--- src/rtl/rst_seq_pkg.sv ---
package rst_seq_pkg;

   typedef enum logic {
      DIR_TX = 1'b0,
      DIR_RX = 1'b1
   } dir_e;

   typedef enum logic {
      PH_ASSERT  = 1'b0,
      PH_RELEASE = 1'b1
   } phase_e;

   typedef enum logic [1:0] {
      HS_IDLE,
      HS_REQ,
      HS_HOLD,
      HS_DROP
   } hs_state_e;

   typedef enum logic [1:0] {
      SQ_IDLE,
      SQ_ARM,
      SQ_BUSY
   } sq_state_e;

   localparam int NUM_DIR = 2;

endpackage

--- src/rtl/rst_hs_engine.sv ---
module rst_hs_engine
   import rst_seq_pkg::*;
(
   input  logic clk,
   input  logic rst_n,
   input  logic start_i,
   input  logic ack_i,
   output logic req_o,
   output logic apply_o,
   output logic done_o
);

   hs_state_e state_q;
   logic      done_q;

   always_ff @(posedge clk or negedge rst_n) begin
      if (!rst_n) begin
         state_q <= HS_IDLE;
         done_q  <= 1'b0;
      end else begin
         done_q <= 1'b0;
         unique case (state_q)
            HS_IDLE: if (start_i) state_q <= HS_REQ;
            HS_REQ:  if (ack_i)   state_q <= HS_HOLD;
            HS_HOLD: state_q <= HS_DROP;
            HS_DROP: if (!ack_i) begin
               state_q <= HS_IDLE;
               done_q  <= 1'b1;
            end
            default: state_q <= HS_IDLE;
         endcase
      end
   end

   assign req_o   = (state_q == HS_REQ) || (state_q == HS_HOLD);
   assign apply_o = (state_q == HS_REQ) && ack_i;
   assign done_o  = done_q;

   // a handshake ends only once the arbiter has let go of acknowledge
   a_r6_done_after_ack_low: assert property (@(posedge clk) disable iff (!rst_n)
      done_o |-> !$past(ack_i));

endmodule

--- src/rtl/rst_lock_timer.sv ---
module rst_lock_timer #(
   parameter int CNT_MAX = 45000
) (
   input  logic clk,
   input  logic rst_n,
   input  logic clear_i,
   input  logic locked_i,
   output logic stable_o
);

   localparam int CW = $clog2(CNT_MAX + 1);
   localparam logic [CW-1:0] LIMIT = CW'(CNT_MAX);

   if (CNT_MAX < 1) begin : g_bad_limit
      $error("rst_lock_timer: CNT_MAX must be at least 1");
   end

   logic [CW-1:0] cnt_q;

   always_ff @(posedge clk or negedge rst_n) begin
      if (!rst_n)                   cnt_q <= '0;
      else if (clear_i || !locked_i) cnt_q <= '0;
      else if (cnt_q != LIMIT)       cnt_q <= cnt_q + 1'b1;
   end

   assign stable_o = (cnt_q == LIMIT);

   // losing lock always withdraws stability on the next cycle
   a_r8_drop_restarts: assert property (@(posedge clk) disable iff (!rst_n)
      !locked_i |=> !stable_o);

endmodule

--- src/rtl/rst_out_bank.sv ---
module rst_out_bank
   import rst_seq_pkg::*;
#(
   parameter bit USE_FEC = 1'b1
) (
   input  logic               clk,
   input  logic               rst_n,
   input  logic               apply_i,
   input  dir_e               dir_i,
   input  phase_e             phase_i,
   output logic [NUM_DIR-1:0] bridge_o,
   output logic [NUM_DIR-1:0] fec_o,
   output logic [NUM_DIR-1:0] pmaif_o
);

   for (genvar d = 0; d < NUM_DIR; d++) begin : g_dir
      logic hit;
      logic level;
      logic bridge_q;
      logic pmaif_q;

      assign hit   = apply_i && (dir_i == dir_e'(d));
      assign level = (phase_i == PH_ASSERT);

      always_ff @(posedge clk or negedge rst_n) begin
         if (!rst_n) begin
            bridge_q <= 1'b0;
            pmaif_q  <= 1'b0;
         end else if (hit) begin
            bridge_q <= level;
            pmaif_q  <= level;
         end
      end

      assign bridge_o[d] = bridge_q;
      assign pmaif_o[d]  = pmaif_q;

      if (USE_FEC) begin : g_fec
         logic fec_q;
         always_ff @(posedge clk or negedge rst_n) begin
            if (!rst_n)   fec_q <= 1'b0;
            else if (hit) fec_q <= level;
         end
         assign fec_o[d] = fec_q;
      end else begin : g_no_fec
         assign fec_o[d] = 1'b0;
      end

      // reset lines rise only in an assert handshake
      a_r3_rise_on_assert: assert property (@(posedge clk) disable iff (!rst_n)
         $rose(bridge_o[d]) |-> $past(phase_i == PH_ASSERT));
   end

endmodule

--- src/rtl/chan_rst_seq.sv ---
module chan_rst_seq
   import rst_seq_pkg::*;
#(
   parameter bit USE_FEC       = 1'b1,
   parameter int CLK_PERIOD_NS = 4,
   parameter int LOCK_NS       = 180000
) (
   input  logic clk,
   input  logic rst_n,
   input  logic tx_rst_cmd,
   input  logic rx_rst_cmd,
   input  logic tx_pma_ready,
   input  logic rx_pma_ready,
   input  logic rx_locked,
   output logic arb_req,
   input  logic arb_ack,
   output logic tx_bridge_rst,
   output logic rx_bridge_rst,
   output logic tx_fec_rst,
   output logic rx_fec_rst,
   output logic tx_pmaif_rst,
   output logic rx_pmaif_rst,
   output logic tx_done,
   output logic rx_done
);

   localparam int LOCK_CYCLES = (LOCK_NS + CLK_PERIOD_NS - 1) / CLK_PERIOD_NS;

   if (CLK_PERIOD_NS < 1) begin : g_bad_period
      $error("chan_rst_seq: CLK_PERIOD_NS must be positive");
   end
   if (LOCK_NS < 1) begin : g_bad_lock
      $error("chan_rst_seq: LOCK_NS must be positive");
   end

   sq_state_e sq_q;
   dir_e      dir_q;
   phase_e    phase_q;
   logic      pend_tx_q, pend_rx_q;
   logic      tx_done_q, rx_done_q;

   logic      pick_valid;
   dir_e      pick_dir;
   logic      gate;
   logic      eng_start, eng_apply, eng_done;
   logic      lock_stable, lock_clr;
   logic      fin_tx, fin_rx;

   logic [NUM_DIR-1:0] bridge_v, fec_v, pmaif_v;

   // Direction selection: ordered when the FEC is present, readiness-driven otherwise
   if (USE_FEC) begin : g_sel_ordered
      assign pick_valid = pend_tx_q || pend_rx_q;
      assign pick_dir   = pend_tx_q ? DIR_TX : DIR_RX;
   end else begin : g_sel_free
      logic tx_go, rx_go;
      assign tx_go      = pend_tx_q && tx_pma_ready;
      assign rx_go      = pend_rx_q && rx_pma_ready;
      assign pick_valid = tx_go || rx_go;
      assign pick_dir   = tx_go ? DIR_TX : DIR_RX;
   end

   always_comb begin
      if (dir_q == DIR_TX) gate = tx_pma_ready;
      else                 gate = rx_pma_ready && ((phase_q == PH_ASSERT) || lock_stable);
   end

   assign eng_start = (sq_q == SQ_ARM) && gate && !arb_ack;
   assign lock_clr  = (sq_q == SQ_BUSY) && eng_done && (phase_q == PH_ASSERT) && (dir_q == DIR_RX);
   assign fin_tx    = (sq_q == SQ_BUSY) && eng_done && (phase_q == PH_RELEASE) && (dir_q == DIR_TX);
   assign fin_rx    = (sq_q == SQ_BUSY) && eng_done && (phase_q == PH_RELEASE) && (dir_q == DIR_RX);

   always_ff @(posedge clk or negedge rst_n) begin
      if (!rst_n) begin
         sq_q      <= SQ_IDLE;
         dir_q     <= DIR_TX;
         phase_q   <= PH_ASSERT;
         pend_tx_q <= 1'b0;
         pend_rx_q <= 1'b0;
         tx_done_q <= 1'b0;
         rx_done_q <= 1'b0;
      end else begin
         pend_tx_q <= (pend_tx_q && !fin_tx) || tx_rst_cmd;
         pend_rx_q <= (pend_rx_q && !fin_rx) || rx_rst_cmd;
         tx_done_q <= fin_tx;
         rx_done_q <= fin_rx;
         unique case (sq_q)
            SQ_IDLE: if (pick_valid) begin
               sq_q    <= SQ_ARM;
               dir_q   <= pick_dir;
               phase_q <= PH_ASSERT;
            end
            SQ_ARM: if (eng_start) sq_q <= SQ_BUSY;
            SQ_BUSY: if (eng_done) begin
               if (phase_q == PH_ASSERT) begin
                  phase_q <= PH_RELEASE;
                  sq_q    <= SQ_ARM;
               end else begin
                  sq_q <= SQ_IDLE;
               end
            end
            default: sq_q <= SQ_IDLE;
         endcase
      end
   end

   rst_hs_engine i_engine (
      .clk     (clk),
      .rst_n   (rst_n),
      .start_i (eng_start),
      .ack_i   (arb_ack),
      .req_o   (arb_req),
      .apply_o (eng_apply),
      .done_o  (eng_done)
   );

   rst_lock_timer #(.CNT_MAX(LOCK_CYCLES)) i_lock (
      .clk      (clk),
      .rst_n    (rst_n),
      .clear_i  (lock_clr),
      .locked_i (rx_locked),
      .stable_o (lock_stable)
   );

   rst_out_bank #(.USE_FEC(USE_FEC)) i_bank (
      .clk      (clk),
      .rst_n    (rst_n),
      .apply_i  (eng_apply),
      .dir_i    (dir_q),
      .phase_i  (phase_q),
      .bridge_o (bridge_v),
      .fec_o    (fec_v),
      .pmaif_o  (pmaif_v)
   );

   assign tx_bridge_rst = bridge_v[DIR_TX];
   assign rx_bridge_rst = bridge_v[DIR_RX];
   assign tx_fec_rst    = fec_v[DIR_TX];
   assign rx_fec_rst    = fec_v[DIR_RX];
   assign tx_pmaif_rst  = pmaif_v[DIR_TX];
   assign rx_pmaif_rst  = pmaif_v[DIR_RX];
   assign tx_done       = tx_done_q;
   assign rx_done       = rx_done_q;

   logic [5:0] rst_vec;
   assign rst_vec = {rx_pmaif_rst, rx_fec_rst, rx_bridge_rst,
                     tx_pmaif_rst, tx_fec_rst, tx_bridge_rst};

   // a request rises only behind the matching PMA ready
   a_r2_ready_gates_req: assert property (@(posedge clk) disable iff (!rst_n)
      $rose(arb_req) |-> ((dir_q == DIR_TX) ? $past(tx_pma_ready) : $past(rx_pma_ready)));

   // outputs move only under an acknowledge
   a_r5_change_under_ack: assert property (@(posedge clk) disable iff (!rst_n)
      (rst_vec != $past(rst_vec)) |-> $past(arb_ack));

   // no fresh request while acknowledge is still high
   a_r6_no_overlap: assert property (@(posedge clk) disable iff (!rst_n)
      $rose(arb_req) |-> !$past(arb_ack));

   // receive release request only after the lock window
   a_r8_release_after_lock: assert property (@(posedge clk) disable iff (!rst_n)
      ($rose(arb_req) && dir_q == DIR_RX && phase_q == PH_RELEASE) |-> $past(lock_stable));

   // completion pulses last one cycle
   a_r10_tx_pulse: assert property (@(posedge clk) disable iff (!rst_n)
      tx_done |=> !tx_done);
   a_r10_rx_pulse: assert property (@(posedge clk) disable iff (!rst_n)
      rx_done |=> !rx_done);

   if (USE_FEC) begin : g_order_chk
      // receive side enters reset only with the transmit side already out of it
      a_r7_tx_before_rx: assert property (@(posedge clk) disable iff (!rst_n)
         $rose(rx_bridge_rst) |-> !tx_bridge_rst);
   end

endmodule

--- config.mk ---
export PLATFORM = sky130hd
export DESIGN_NAME = chan_rst_seq
export DESIGN_NICKNAME = d
export VERILOG_FILES = /design/src/rtl/rst_seq_pkg.sv /design/src/rtl/rst_hs_engine.sv /design/src/rtl/rst_lock_timer.sv /design/src/rtl/rst_out_bank.sv /design/src/rtl/chan_rst_seq.sv
export SDC_FILE = /design/constraint.sdc
export NUM_CORES = 1
export LEC_CHECK = 0
export BUFFER_PORTS_ARGS = -buffer_cell sky130_fd_sc_hd__buf_4
export CORE_AREA = 2 2 63 65
export DETAILED_ROUTE_END_ITERATION = 10
export DIE_AREA = 0 0 65 67
export MAX_ROUTING_LAYER = met4
export PLACE_DENSITY_LB_ADDON = 0.05
export SETUP_SLACK_MARGIN = 0.05
export SLEW_MARGIN = 20
export SYNTH_ARGS = -nofsm -noshare
export SYNTH_HDL_FRONTEND = slang
export SYNTH_SLANG_ARGS = --single-unit
--- constraint.sdc ---
create_clock -name clk -period 4.5 [get_ports clk]
set_input_delay 1.35 -clock clk [delete_from_list [all_inputs] [get_ports clk]]
set_output_delay 1.35 -clock clk [all_outputs]
set_load 0.05 [all_outputs]
## Word level (Yosys, flattened, before mapping)

Index checks and enable logic that the tools add are counted.

- Register bits: 29
- Bits of input ports: 8
- Word-level logic and storage cells: 78

- Add/subtract/negate cells: 1
- Eq/ne operators: 13
- Multiplexer cells: 18
- Bitwise gates (word level): 2
- Reduce and logical (&&, ||, !) cells: 32

Operators with widths:

| operator | count |
|---|---|
| $mux W16 | 2 |
| $add A16 B1 Y16 const B | 1 |
| $eq A16 B16 Y1 const B | 1 |
| $ne A16 B16 Y1 const B | 1 |
| $logic_and A1 B1 Y1 | 14 |
| $mux W2 | 6 |
| $ne A2 B2 Y1 const B | 5 |
| $reduce_and A3 Y1 | 3 |
| $pmux W2 S4 | 1 |
| $mux W1 | 7 |
| $eq A2 B2 Y1 const B | 3 |
| $logic_or A1 B1 Y1 | 6 |
| $pmux W2 S3 | 1 |
| $eq A2 B1 Y1 const B | 2 |
| $logic_not A1 Y1 | 4 |
| $logic_not A2 Y1 | 2 |
| $reduce_bool A2 Y1 | 2 |
| $ne A2 B1 Y1 const B | 1 |
| $not A1 Y1 | 2 |
| $pmux W1 S2 | 1 |
| $reduce_and A2 Y1 | 1 |

## Depth between registers and ports, before layout

- Depth in word-level cells: 8
- Depth in mapped cells: 7
- Mapped depth without buffers: 6

## Modules after synthesis

A second synthesis with hierarchy kept.

- Cell total of the unflattened synthesis: 162
- Area, all modules: 1622.8 um2

Modules (own cells, without submodules):

| module | times used | cells each | area an instance (um2) | seq. area each (um2) |
|---|---|---|---|---|
| rst_lock_timer | 1 | 92 | 893.4 | 400.4 |
| chan_rst_seq | 1 | 39 | 386.6 | 200.2 |
| rst_hs_engine | 1 | 17 | 200.2 | 75.1 |
| rst_out_bank | 1 | 14 | 142.6 | 50.0 |

## Worst setup path after synthesis

Ideal clock, no wire load.

- Path type: reg2out
- Start: register i_engine.state_q[1]
- End: output port arb_req
- Arrival: 1.022 ns
- Path slack: 2.128 ns
- Stages on the path, launching flop included: 3
- Path buffers: 0
- Path through: dfrtp_1 -> inv_1 -> ha_1

- Word-level cells in the longest chain between the ends: 2

RTL lines:

| element | line | source |
|---|---|---|
| start: declaration | rst_hs_engine.sv:13 | `hs_state_e state_q;` |
| start signal: assignment | rst_hs_engine.sv:18 | `state_q <= HS_IDLE;` |
| start signal: assignment | rst_hs_engine.sv:23 | `HS_IDLE: if (start_i) state_q <= HS_REQ;` |
| start signal: assignment | rst_hs_engine.sv:24 | `HS_REQ: if (ack_i) state_q <= HS_HOLD;` |
| $eq A2 B1 Y1 or $eq A2 B2 Y1 (tied branches) | rst_hs_engine.sv:35 | `assign req_o = (state_q == HS_REQ) \|\| (state_q == HS_HOLD);` |
| $logic_or A1 B1 Y1 (*) | rst_hs_engine.sv:35 |  |
| end: declaration | chan_rst_seq.sv:15 | `output logic arb_req,` |

Every way passes the cells marked *; elsewhere a longest branch is shown, timed or not.

## Final worst setup path

Same ends and word-level chain as after synthesis.

==> run summary <==
clock tree buffer depth: 2
ANT nets after route: 0
vias in the first global route: 1129
Final nets: 184
GRT Total Usage: 17.2%
Critical Path AT: 1.34 ns
FF/Latch Area: 726 um2
DRC: 0
post-layout min period: 2.69 ns
skew final: 0.00292 ns
Cell Area, Synth: 0.00159 mm2
Least-Margin Pin Slew: 0.655 ns
clk root buf: clkbuf_8
Peak Freq: 0.372 GHz
Setup crit end kind: output pin
largest net degree at the start of global routing: 30
crit path kind: flop to output pin
DP Wirelength: 2.10 mm
Site Rows: 22
DR vias/cell: 5.26
Post-Syn Instances: 157
core area: 0.00361 mm2
fraction of layout cells with a size suffix above 1: 18.2%
Inserted Diodes: 0
setup tns final: 0 ns
Multi-input gate area: 772 um2
Die Height: 67 um
worst-skew pair later-pin latency: 0.28 ns
CTS tree: done
worst slack, placed: 1.94 ns
CTS buffer count: 5
CTS resizes: 0
remaining global-route overflow: 0
CP required: 3.15 ns
# fillers: 346
Hold Fails Final Rpt: 0
Slew Viols, Final: 0
PwrDens: 549 mW/mm2
Die Area: 0.00436 mm2
Initial Util: 44.1%
Seq cells post-synth: 29
Seq/Total Area, Yosys: 45.6%
DR pass1 iterations: 4
routed wire length: 3.06 mm
crit path max fanout: 4
Port Buffer Count: 16
antenna violations before repair: 0
syn avg cell area: 10.1 um2
H-tree depth: 2
Top FF cell, synth: dfrtp_1
Hold WC Path Type: flop to flop
Synth async-reset ratio: 100%
status: complete, no violations
First DRT Iteration DRCs: 79
Worst slew margin: 56.3%
RSZ-0062 raised after global routing: false
DR WL/cell: 14.0 um
first-pass GRT wire length: 5.40 mm
CTS Hold Bufs: 0
die width: 65 um
Final Cycle Share: 59.8%
Max-Cap Viols: 0
P_leak: 0.806 nW
number of library cell types mapped by synthesis: 47
Area Growth Syn to Fin: 11.9%
IO Pins: 17
Synthesis Warnings: 0
via count: 1146
Post-synth EDFFs: 0
Final setup viols: 0
Sink Count: 29
Startpoint Class: flop
Clock transition at path regs: 0.06 ns
postcts setup bufs: 0
Worst IR Drop VDD: 0.000292 V
Syn Nets: 172
final worst slack: 1.81 ns
RePlAce Congestion: 0.765
==> layer usage <==
metal	vias up	wire, um	GRT usage, %	part of all wire, %
met5	-	0	-	0
met4	0	43	7.18	1.4
met3	6	120	5.24	3.9
met2	21	1290	24.5	42
met1	549	1610	22.8	53
li1	570	-	-	-
==> flip-flops by register name, indices dropped and copies added (netlist names) <==
signal,count
rx_done,1
i_lock.cnt_q,16
pend_tx_q,1
i_bank.g_dir.bridge_q,1
dir_q,1
sq_q,2
pend_rx_q,1
i_engine.state_q,2
tx_done,1
i_engine.done_o,1
phase_q,1
i_bank.g_dir.g_fec.fec_q,1
==> cell usage in the layout, fill, tap and decap left out, types with 2 or more instances in the layout <==
master    synthesis  layout
dfrtp_1          29      29
xor2_1           10      10
and3_2            2       2
nand3_1           7       7
buf_4             5      16
nor2b_1           2       2
mux2i_1           4       4
nand2b_1          3       3
and4_1            3       3
or3_1             2       2
inv_1             5       5
nand4_1           5       5
nor2_1           18      18
clkinv_2          0       2
ha_1              7       7
a21oi_1           4       4
nand2_1          10      10
o21a_1            2       2
clkbuf_8          0       5
o21ai_0           7       7
==> cell type report <==
| cell class | instances | share of cell area, % |
|---|---|---|
| clock buffer | 6 | 4.08 |
| clock inverter | 2 | 0.563 |
| inverter | 5 | 1.05 |
| timing repair buffer | 16 | 6.75 |
| sequential | 29 | 40.8 |
| multi-input combinational | 112 | 43.4 |
| tap | 48 | 3.38 |
==> final timing paths <==
path / startpoint / end / slack [ns] / depth (start not counted)
setup reg to reg: i_engine.state_q[1] / i_engine.state_q[1] / 2.82 / 5
hold / removal: pend_tx_q / dir_q / 0.50 / 1
max in group asynchronous: rst_n / i_lock.cnt_q[15] / 3.22 / 1
min in group asynchronous: rst_n / i_bank.g_dir[1].g_fec.fec_q / 0.99 / 1
setup / recovery: i_engine.state_q[1] / arb_req / 1.81 / 3
hold reg to reg: pend_tx_q / dir_q / 0.50 / 1
==> critical path, stage by stage (launching register included) <==
cell,delay (ns)
dfrtp_1,0.41
inv_1,0.11
ha_1,0.33
buf_4,0.21
==> per-stage QoR <==
stage / instances / total power [mW] / hold WS (ns) / area (um2) / utilization, %
CTS: 218 / 0.984 / 0.498 / 1780 / 49.2
finish: 218 / 0.976 / 0.500 / 1780 / 49.3
global placement: 210 / 0.758 / 0.473 / 1690 / 46.9
global route: 218 / 1.04 / 0.560 / 1780 / 49.3
detailed placement: 210 / 0.772 / 0.488 / 1690 / 46.9
floorplan: 157 / 0.691 / 0.441 / 1590 / -
==> cells in the mapped netlist, types with 2 or more instances <==
master,number,area (um2)
mux2i_1,4,40.0
nand2_1,10,37.5
buf_2,2,10.0
or3_1,2,12.5
nand4_1,5,31.3
buf_4,5,37.5
and3_2,2,15.0
nor2b_1,2,12.5
and4_1,3,26.3
clkbuf_1,2,7.51
dfrtp_1,29,726
nor2_1,18,67.6
o21ai_0,7,35.0
nand3_1,7,35.0
inv_1,5,18.8
o21a_1,2,15.0
a21oi_1,4,20.0
ha_1,7,87.6
buf_6,2,22.5
nand2b_1,3,18.8
xor2_1,10,87.6
==> logic make-up (layout without fill, tap and decap cells) <==
group,Yosys count,count (layout),synth area share [%]
and+or+nand+nor,65,65,23.4
muxes,4,4,2.52
adders and majority gates,7,7,5.51
buffers and inverters,16,29,6.06
xor gates and xnor gates,11,11,6.06
DFF,29,29,45.6
AOI/OAI and AO/OA,25,25,10.8
==> power breakdown <==
group / switching, mW / internal (mW)
Sequential: 0.0603 / 0.303
Combinational: 0.257 / 0.149
Clock: 0.101 / 0.107
Note: power is estimated with default switching activity, not from simulation.
